**src/rtl/refsel_pkg.sv**
```systemverilog
package refsel_pkg;

    localparam int SYNC_DEPTH        = 2;
    localparam int REARM_EDGES_DFLT  = 2;

    typedef enum logic {
        SRC_HSYNC = 1'b0,
        SRC_OSC   = 1'b1
    } ref_src_e;

    typedef enum logic [1:0] {
        STAT_OFF  = 2'b00,
        STAT_LOCK = 2'b01,
        STAT_RSVD = 2'b10,
        STAT_REF  = 2'b11
    } stat_mode_e;

    typedef struct packed {
        logic force_on;
        logic coast_low;
    } cp_cfg_t;

    function automatic stat_mode_e stat_mode(input logic show_ref, input logic show_lock);
        return stat_mode_e'({show_ref, show_lock});
    endfunction

endpackage

```
**src/rtl/refsel_sync.sv**
```systemverilog
module refsel_sync #(
    parameter int W      = 1,
    parameter int STAGES = 2
) (
    input  logic         clk,
    input  logic         rst,
    input  logic [W-1:0] d,
    output logic [W-1:0] q
);
    logic [W-1:0] stg [STAGES];

    generate
        for (genvar g = 0; g < STAGES; g++) begin : g_stage
            if (g == 0) begin : g_first
                always_ff @(posedge clk) begin
                    if (rst) stg[g] <= '0;
                    else     stg[g] <= d;
                end
            end else begin : g_next
                always_ff @(posedge clk) begin
                    if (rst) stg[g] <= '0;
                    else     stg[g] <= stg[g-1];
                end
            end
        end
    endgenerate

    assign q = stg[STAGES-1];
endmodule

```
**src/rtl/refsel_osc_div.sv**
```systemverilog
module refsel_osc_div #(
    parameter int DIV_W = 7
) (
    input  logic             clk,
    input  logic             rst,
    input  logic [DIV_W-1:0] div_sel,
    output logic             div_hi
);
    localparam int PH_W = DIV_W + 1;

    logic [PH_W-1:0]  phase_q;
    logic [DIV_W-1:0] n_q;
    logic             last;

    function automatic logic [DIV_W-1:0] eff_div(input logic [DIV_W-1:0] f);
        return (f == '0) ? DIV_W'(1) : f;
    endfunction

    assign last = (phase_q == ({1'b0, n_q} + PH_W'(1)));

    always_ff @(posedge clk) begin
        if (rst) begin
            phase_q <= '0;
            n_q     <= eff_div(div_sel);
        end else if (last) begin
            phase_q <= '0;
            n_q     <= eff_div(div_sel);
        end else begin
            phase_q <= phase_q + PH_W'(1);
        end
    end

    assign div_hi = (phase_q == '0);
endmodule

```
**src/rtl/refsel_cp_gate.sv**
```systemverilog
module refsel_cp_gate
    import refsel_pkg::*;
#(
    parameter int REARM_EDGES = REARM_EDGES_DFLT
) (
    input  logic    clk,
    input  logic    rst,
    input  cp_cfg_t cfg,
    input  logic    coast_raw,
    input  logic    coast_sync,
    input  logic    ref_pulse,
    output logic    armed,
    output logic    cp_en
);
    localparam int CNT_W = $clog2(REARM_EDGES + 1);

    logic             arm_q;
    logic [CNT_W-1:0] cnt_q;
    logic             cond_sync;
    logic             cond_raw;

    assign cond_sync = coast_sync ^ cfg.coast_low;
    assign cond_raw  = coast_raw  ^ cfg.coast_low;

    always_ff @(posedge clk) begin
        if (rst) begin
            arm_q <= 1'b1;
            cnt_q <= '0;
        end else if (cfg.force_on) begin
            arm_q <= 1'b1;
            cnt_q <= '0;
        end else if (!cond_sync) begin
            arm_q <= 1'b0;
            cnt_q <= '0;
        end else if (!arm_q && ref_pulse) begin
            if (cnt_q == CNT_W'(REARM_EDGES - 1)) begin
                arm_q <= 1'b1;
                cnt_q <= '0;
            end else begin
                cnt_q <= cnt_q + CNT_W'(1);
            end
        end
    end

    // disable path: the live condition masks the armed flop without a clock
    assign cp_en = cfg.force_on | (arm_q & cond_raw);
    assign armed = arm_q;
endmodule

```
**src/rtl/refsel_status.sv**
```systemverilog
module refsel_status
    import refsel_pkg::*;
(
    input  stat_mode_e mode,
    input  ref_src_e   src,
    input  logic       lock_in,
    input  logic       hs_lvl,
    input  logic       div_hi,
    output logic       stat
);
    always_comb begin
        case (mode)
            STAT_LOCK: stat = lock_in;
            STAT_REF:  stat = (src == SRC_OSC) ? div_hi : hs_lvl;
            default:   stat = 1'b0;
        endcase
    end
endmodule

```
**src/rtl/refsel_coast_top.sv**
```systemverilog
module refsel_coast_top
    import refsel_pkg::*;
#(
    parameter int DIV_W       = 7,
    parameter int REARM_EDGES = REARM_EDGES_DFLT
) (
    input  logic             clk,
    input  logic             rst,
    input  logic             hsync_in,
    input  logic             coast_in,
    input  logic             lock_in,
    input  logic             src_osc_i,
    input  logic             ref_neg_i,
    input  logic [DIV_W-1:0] div_sel_i,
    input  logic             cp_force_i,
    input  logic             coast_low_i,
    input  logic             show_lock_i,
    input  logic             show_ref_i,
    output logic             ref_pulse_o,
    output logic             cp_en_o,
    output logic             stat_pin_o
);
    logic [1:0] sync_q;
    logic       hs_sync;
    logic       coast_sync;
    logic       hs_lvl;
    logic       div_hi;
    logic       sel_lvl;
    logic       sel_prev_q;
    logic       cp_armed;
    ref_src_e   src;
    cp_cfg_t    cp_cfg;

    assign src    = ref_src_e'(src_osc_i);
    assign cp_cfg = '{force_on: cp_force_i, coast_low: coast_low_i};

    refsel_sync #(.W(2), .STAGES(SYNC_DEPTH)) u_sync (
        .clk (clk),
        .rst (rst),
        .d   ({coast_in, hsync_in}),
        .q   (sync_q)
    );
    assign hs_sync    = sync_q[0];
    assign coast_sync = sync_q[1];

    refsel_osc_div #(.DIV_W(DIV_W)) u_div (
        .clk     (clk),
        .rst     (rst),
        .div_sel (div_sel_i),
        .div_hi  (div_hi)
    );

    assign hs_lvl  = hs_sync ^ ref_neg_i;
    assign sel_lvl = (src == SRC_OSC) ? div_hi : hs_lvl;

    always_ff @(posedge clk) begin
        if (rst) sel_prev_q <= 1'b1;
        else     sel_prev_q <= sel_lvl;
    end

    assign ref_pulse_o = sel_lvl & ~sel_prev_q;

    refsel_cp_gate #(.REARM_EDGES(REARM_EDGES)) u_cp (
        .clk        (clk),
        .rst        (rst),
        .cfg        (cp_cfg),
        .coast_raw  (coast_in),
        .coast_sync (coast_sync),
        .ref_pulse  (ref_pulse_o),
        .armed      (cp_armed),
        .cp_en      (cp_en_o)
    );

    refsel_status u_stat (
        .mode    (stat_mode(show_ref_i, show_lock_i)),
        .src     (src),
        .lock_in (lock_in),
        .hs_lvl  (hs_lvl),
        .div_hi  (div_hi),
        .stat    (stat_pin_o)
    );
endmodule

```
**config.mk**
```make
export PLATFORM = sky130hd
export DESIGN_NAME = refsel_coast_top
export DESIGN_NICKNAME = d
export VERILOG_FILES = /design/src/rtl/refsel_pkg.sv /design/src/rtl/refsel_sync.sv /design/src/rtl/refsel_osc_div.sv /design/src/rtl/refsel_cp_gate.sv /design/src/rtl/refsel_status.sv /design/src/rtl/refsel_coast_top.sv
export SDC_FILE = /design/constraint.sdc
export NUM_CORES = 1
export LEC_CHECK = 0
export ABC_CLOCK_PERIOD_IN_PS = 7000
export BUFFER_PORTS_ARGS = -buffer_cell sky130_fd_sc_hd__buf_4
export CAP_MARGIN = 40
export CORE_MARGIN = 1
export CORE_UTILIZATION = 35
export DETAILED_ROUTE_END_ITERATION = 8
export PLACE_DENSITY_LB_ADDON = 0.2
export SLEW_MARGIN = 20
export SYNTH_ARGS = -nofsm -noshare
export SYNTH_HDL_FRONTEND = slang
export SYNTH_SLANG_ARGS = --single-unit
export TNS_END_PERCENT = 10
```
**constraint.sdc**
```tcl
create_clock -name clk -period 7 [get_ports clk]
set_clock_uncertainty 0.1 [all_clocks]
set_input_delay 0.35 -clock clk [delete_from_list [all_inputs] [get_ports clk]]
set_output_delay 0.35 -clock clk [all_outputs]
set_load 0.03 [all_outputs]
```
==> summary.log <==
INFO  floorplanning  floorplan.initialDensity=36.5%
INFO  clock_tree     clock_tree_from_tritoncts=built
INFO  timing         holdWs=123ps
INFO  synthesis      ranking_of_synthesized_cells_by_area=dfxtp_1 26%, edfxtp_1 17%, xnor2_1 7.2%
INFO  cells_and_area antenna_diode_instance_count=0
INFO  worst_setup_path crit_path_max_incr_delay=510ps
INFO  timing         period_share=35.7%
INFO  timing         drv_slew=0
INFO  worst_setup_path cp.buffers_inverters=0
INFO  worst_setup_path start_kind=register
INFO  clock_tree     post_cts.resized_instances=0
INFO  worst_setup_path critPathKind=register to register
INFO  timing         rsz0062_at_grt=false
INFO  drt            post-route-drc-count=0
INFO  global_routing overflow=0
INFO  timing         timing.final.setup_violations=0
INFO  cells_and_area final_core_utilization=41.8%
INFO  clock_tree     cts_inserted_buffers=3
INFO  global_routing wire_length_of_the_first_global_routing_pass=3.75mm
INFO  synthesis      ys_seq_area_share=43.6%
INFO  timing         worst-slew-pin-transition=415ps
INFO  synthesis      ys.warnings.count=0
INFO  clock_tree     cts_htree_levels=1
INFO  drt            via_count=902
INFO  floorplanning  die_height=61.0um
INFO  drt            count_of_tritonroute_iterations_in_the_first_routing_pass=4
INFO  clock_tree     insertion_delay=300ps
INFO  synthesis      synth_edf_count=7
INFO  floorplanning  floorplan.die_area=0.00372sqmm
INFO  timing         setup_total_negative_slack=0ps
INFO  timing         relSlewSlack=72.1%
INFO  synthesis      mappedNetlistArea=0.00122sqmm
INFO  floorplanning  num_rows=21
INFO  clock_tree     clockRootBuffer=clkbuf_4
INFO  global_routing grt_use_met3=2.56%
INFO  worst_setup_path critical_path_slowest_stage_cell=edfxtp_1
INFO  global_routing number_of_antenna_violations_at_the_first_check_in_global_routing=0
INFO  global_routing pin_count_of_the_biggest_net_entering_global_routing=16
INFO  synthesis      synthCells=122
INFO  worst_setup_path cell_by_cell_listing_of_the_critical_path=ha_1, xnor2_1, a2bb2oi_1, o21ai_0, o2111a_1, or2_1
INFO  power          powerDensity=178mW/mm^2
INFO  worst_setup_path timing.critical_path.to_type=register
INFO  synthesis      synth_top_cell_area_share=26.3%
INFO  clock_tree     post_cts.repair.setup_buffers=0
INFO  timing         fmaxAchievable=401MHz
INFO  worst_setup_path cpLargestDelayFamily=compound AO/OA/AOI/OAI gates
INFO  clock_tree     clk_path_buf_depth=2
INFO  cells_and_area nFillCells=349
INFO  drt            routedWlPerCell=11.6um
INFO  global_routing busiest_layer=met2
INFO  cells_and_area layout-drive-gt1-share=21.5%
INFO  floorplanning  core_area=0.00334sqmm
INFO  drt            detail_route.vias_per_cell=4.98
INFO  cells_and_area area_growth_syn_to_layout=14.5%
INFO  cells_and_area num-nets-final=157
INFO  synthesis      ys_dominant_reg_cell=dfxtp_1
INFO  drt            detail_route.wirelength=2.11mm
INFO  worst_setup_path crit_arrival=2400ps
INFO  synthesis      synth_async_sr_flop_share=0%
INFO  place          detailedPlacementHpwl=1.68mm
INFO  global_routing vias_in_the_first_global_route=882
INFO  synthesis      yosys_register_bits=23
INFO  synthesis      syn_avg_cell_area=9.98squm
INFO  global_routing grt_usage=13.8%
INFO  power          vdd.ir_drop.worst=104uV
INFO  worst_setup_path path_max_fanout=9
INFO  flow_run       number_of_maximum_capacitance_violations=0
INFO  floorplanning  design.portCount=21
INFO  timing         final-hold-violation-count=0
INFO  global_routing grt_util_met2=23.7%
INFO  clock_tree     postCtsHoldBufs=0
INFO  timing         final.min_clock_period=2500ps
INFO  synthesis      synth_cell_type_count=40
INFO  worst_setup_path wp_data_required=6900ps
INFO  drt            detailedRoute.firstIterationViolations=43
INFO  place          buffer_ports.inserted=20
INFO  run_status     run_status=finished, final reports clean
INFO  floorplanning  chipWidth=61.0um
INFO  drt            ant_nets=0
INFO  min_path       worstHoldPathType=input port to register
INFO  synthesis      postSynthNetCount=143
INFO  global_routing grt_use_met1=16.9%
INFO  clock_tree     cts.sink_count=23
INFO  clock_tree     clk_pin_slew_worst_paths=120ps
INFO  power          power_leakage=0.537nW
INFO  place          final_weighted_congestion_in_routability_driven_placement=0.822
INFO  synthesis      synth.largest_area_cell=dfxtp_1
[cells by family (layout without fill, tap and decap cells)]
kind of cell | Yosys count | count (layout) | synth area share [%]
and+or+nand+nor | 45 | 45 | 22.6
DFF | 23 | 23 | 43.6
xor gates and xnor gates | 18 | 18 | 12.9
buffers and inverters | 16 | 29 | 6.37
AOI/OAI and AO/OA | 15 | 15 | 9.76
adders and majority gates | 3 | 3 | 3.08
muxes | 2 | 2 | 1.64
[cells in the mapped netlist (all sizes together), types with 2 or more instances]
library cell,number
mux2i,2
nor4,2
nand3b,2
nand4,2
xnor2,10
a21o,2
nand2,2
o2111a,2
inv,5
and3,2
nor3b,2
nor2,2
edfxtp,7
clkbuf,7
nand3,9
ha,3
dfxtp,16
xor2,8
nor3,10
buf,4
nor2b,6
o21ai,3
or2,2
[power breakdown]
group / internal (mW) / switching, mW
Sequential: 0.144 / 0.00639
Combinational: 0.0208 / 0.0185
Clock: 0.0213 / 0.0376
[through the flow]
step / cell area (sq um) / instances / setup WS (ps) / total power, mW
6_report: 1390 / 181 / 4500 / 0.248
3_3_place_gp: 1370 / 177 / 4580 / 0.193
5_1_grt: 1390 / 181 / 4370 / 0.263
4_1_cts: 1390 / 181 / 4490 / 0.252
3_5_place_dp: 1370 / 177 / 4510 / 0.193
2_1_floorplan: 1220 / 122 / 4770 / 0.178
[worst paths after layout]
check | from | endpoint | slack [ps] | depth (start not counted)
worst max-delay path | u_div.n_q[0] | u_div.n_q[2] | 4500 | 6
worst min-delay path | div_sel_i[4] | u_div.n_q[4] | 120 | 1
worst max register to register | u_div.n_q[0] | u_div.n_q[2] | 4500 | 6
worst min register to register | u_sync.stg[0][0] | u_sync.stg[1][0] | 360 | 1
[flip-flops by register name (all words and copies together) (netlist names)]
name / cells
sel_prev_q: 1
u_cp.armed: 1
u_cp.cnt_q: 2
u_div.n_q: 7
u_div.phase_q: 8
u_sync.stg: 4
[layout make-up]
class,instances,area (sq um),area share [%]
inverter,5,18.8,1.35
clock inverter,1,5.00,0.359
tap,46,57.6,4.13
sequential,23,531,38.1
timing repair buffer,20,150,10.8
multi-input combinational,83,609,43.7
clock buffer,3,22.5,1.62
[layout by cell type (no fill, tap or decap), drive strengths merged]
| master | count |
|---|---|
| a211oi | 1 |
| a21boi | 1 |
| a21o | 2 |
| a21oi | 1 |
| a2bb2oi | 1 |
| and3 | 2 |
| and3b | 1 |
| and4 | 1 |
| buf | 20 |
| clkbuf | 3 |
| clkinv | 1 |
| dfxtp | 16 |
| edfxtp | 7 |
| ha | 3 |
| inv | 5 |
| mux2i | 2 |
| nand2 | 2 |
| nand3 | 9 |
| nand3b | 2 |
| nand4 | 2 |
| nor2 | 2 |
| nor2b | 6 |
| nor3 | 10 |
| nor3b | 2 |
| nor4 | 2 |
| nor4b | 1 |
| o2111a | 2 |
| o2111ai | 1 |
| o21ai | 3 |
| o21bai | 1 |
| o221ai | 1 |
| o311ai | 1 |
| or2 | 2 |
| or3b | 1 |
| xnor2 | 10 |
| xor2 | 8 |
[metal layers]
layer,vias up,routed length (um)
met3,2,43
met2,8,1080
met5,-,0
met1,433,962
li1,459,-
met4,0,20
No activity file was read; power rests on OpenSTA's default activity.
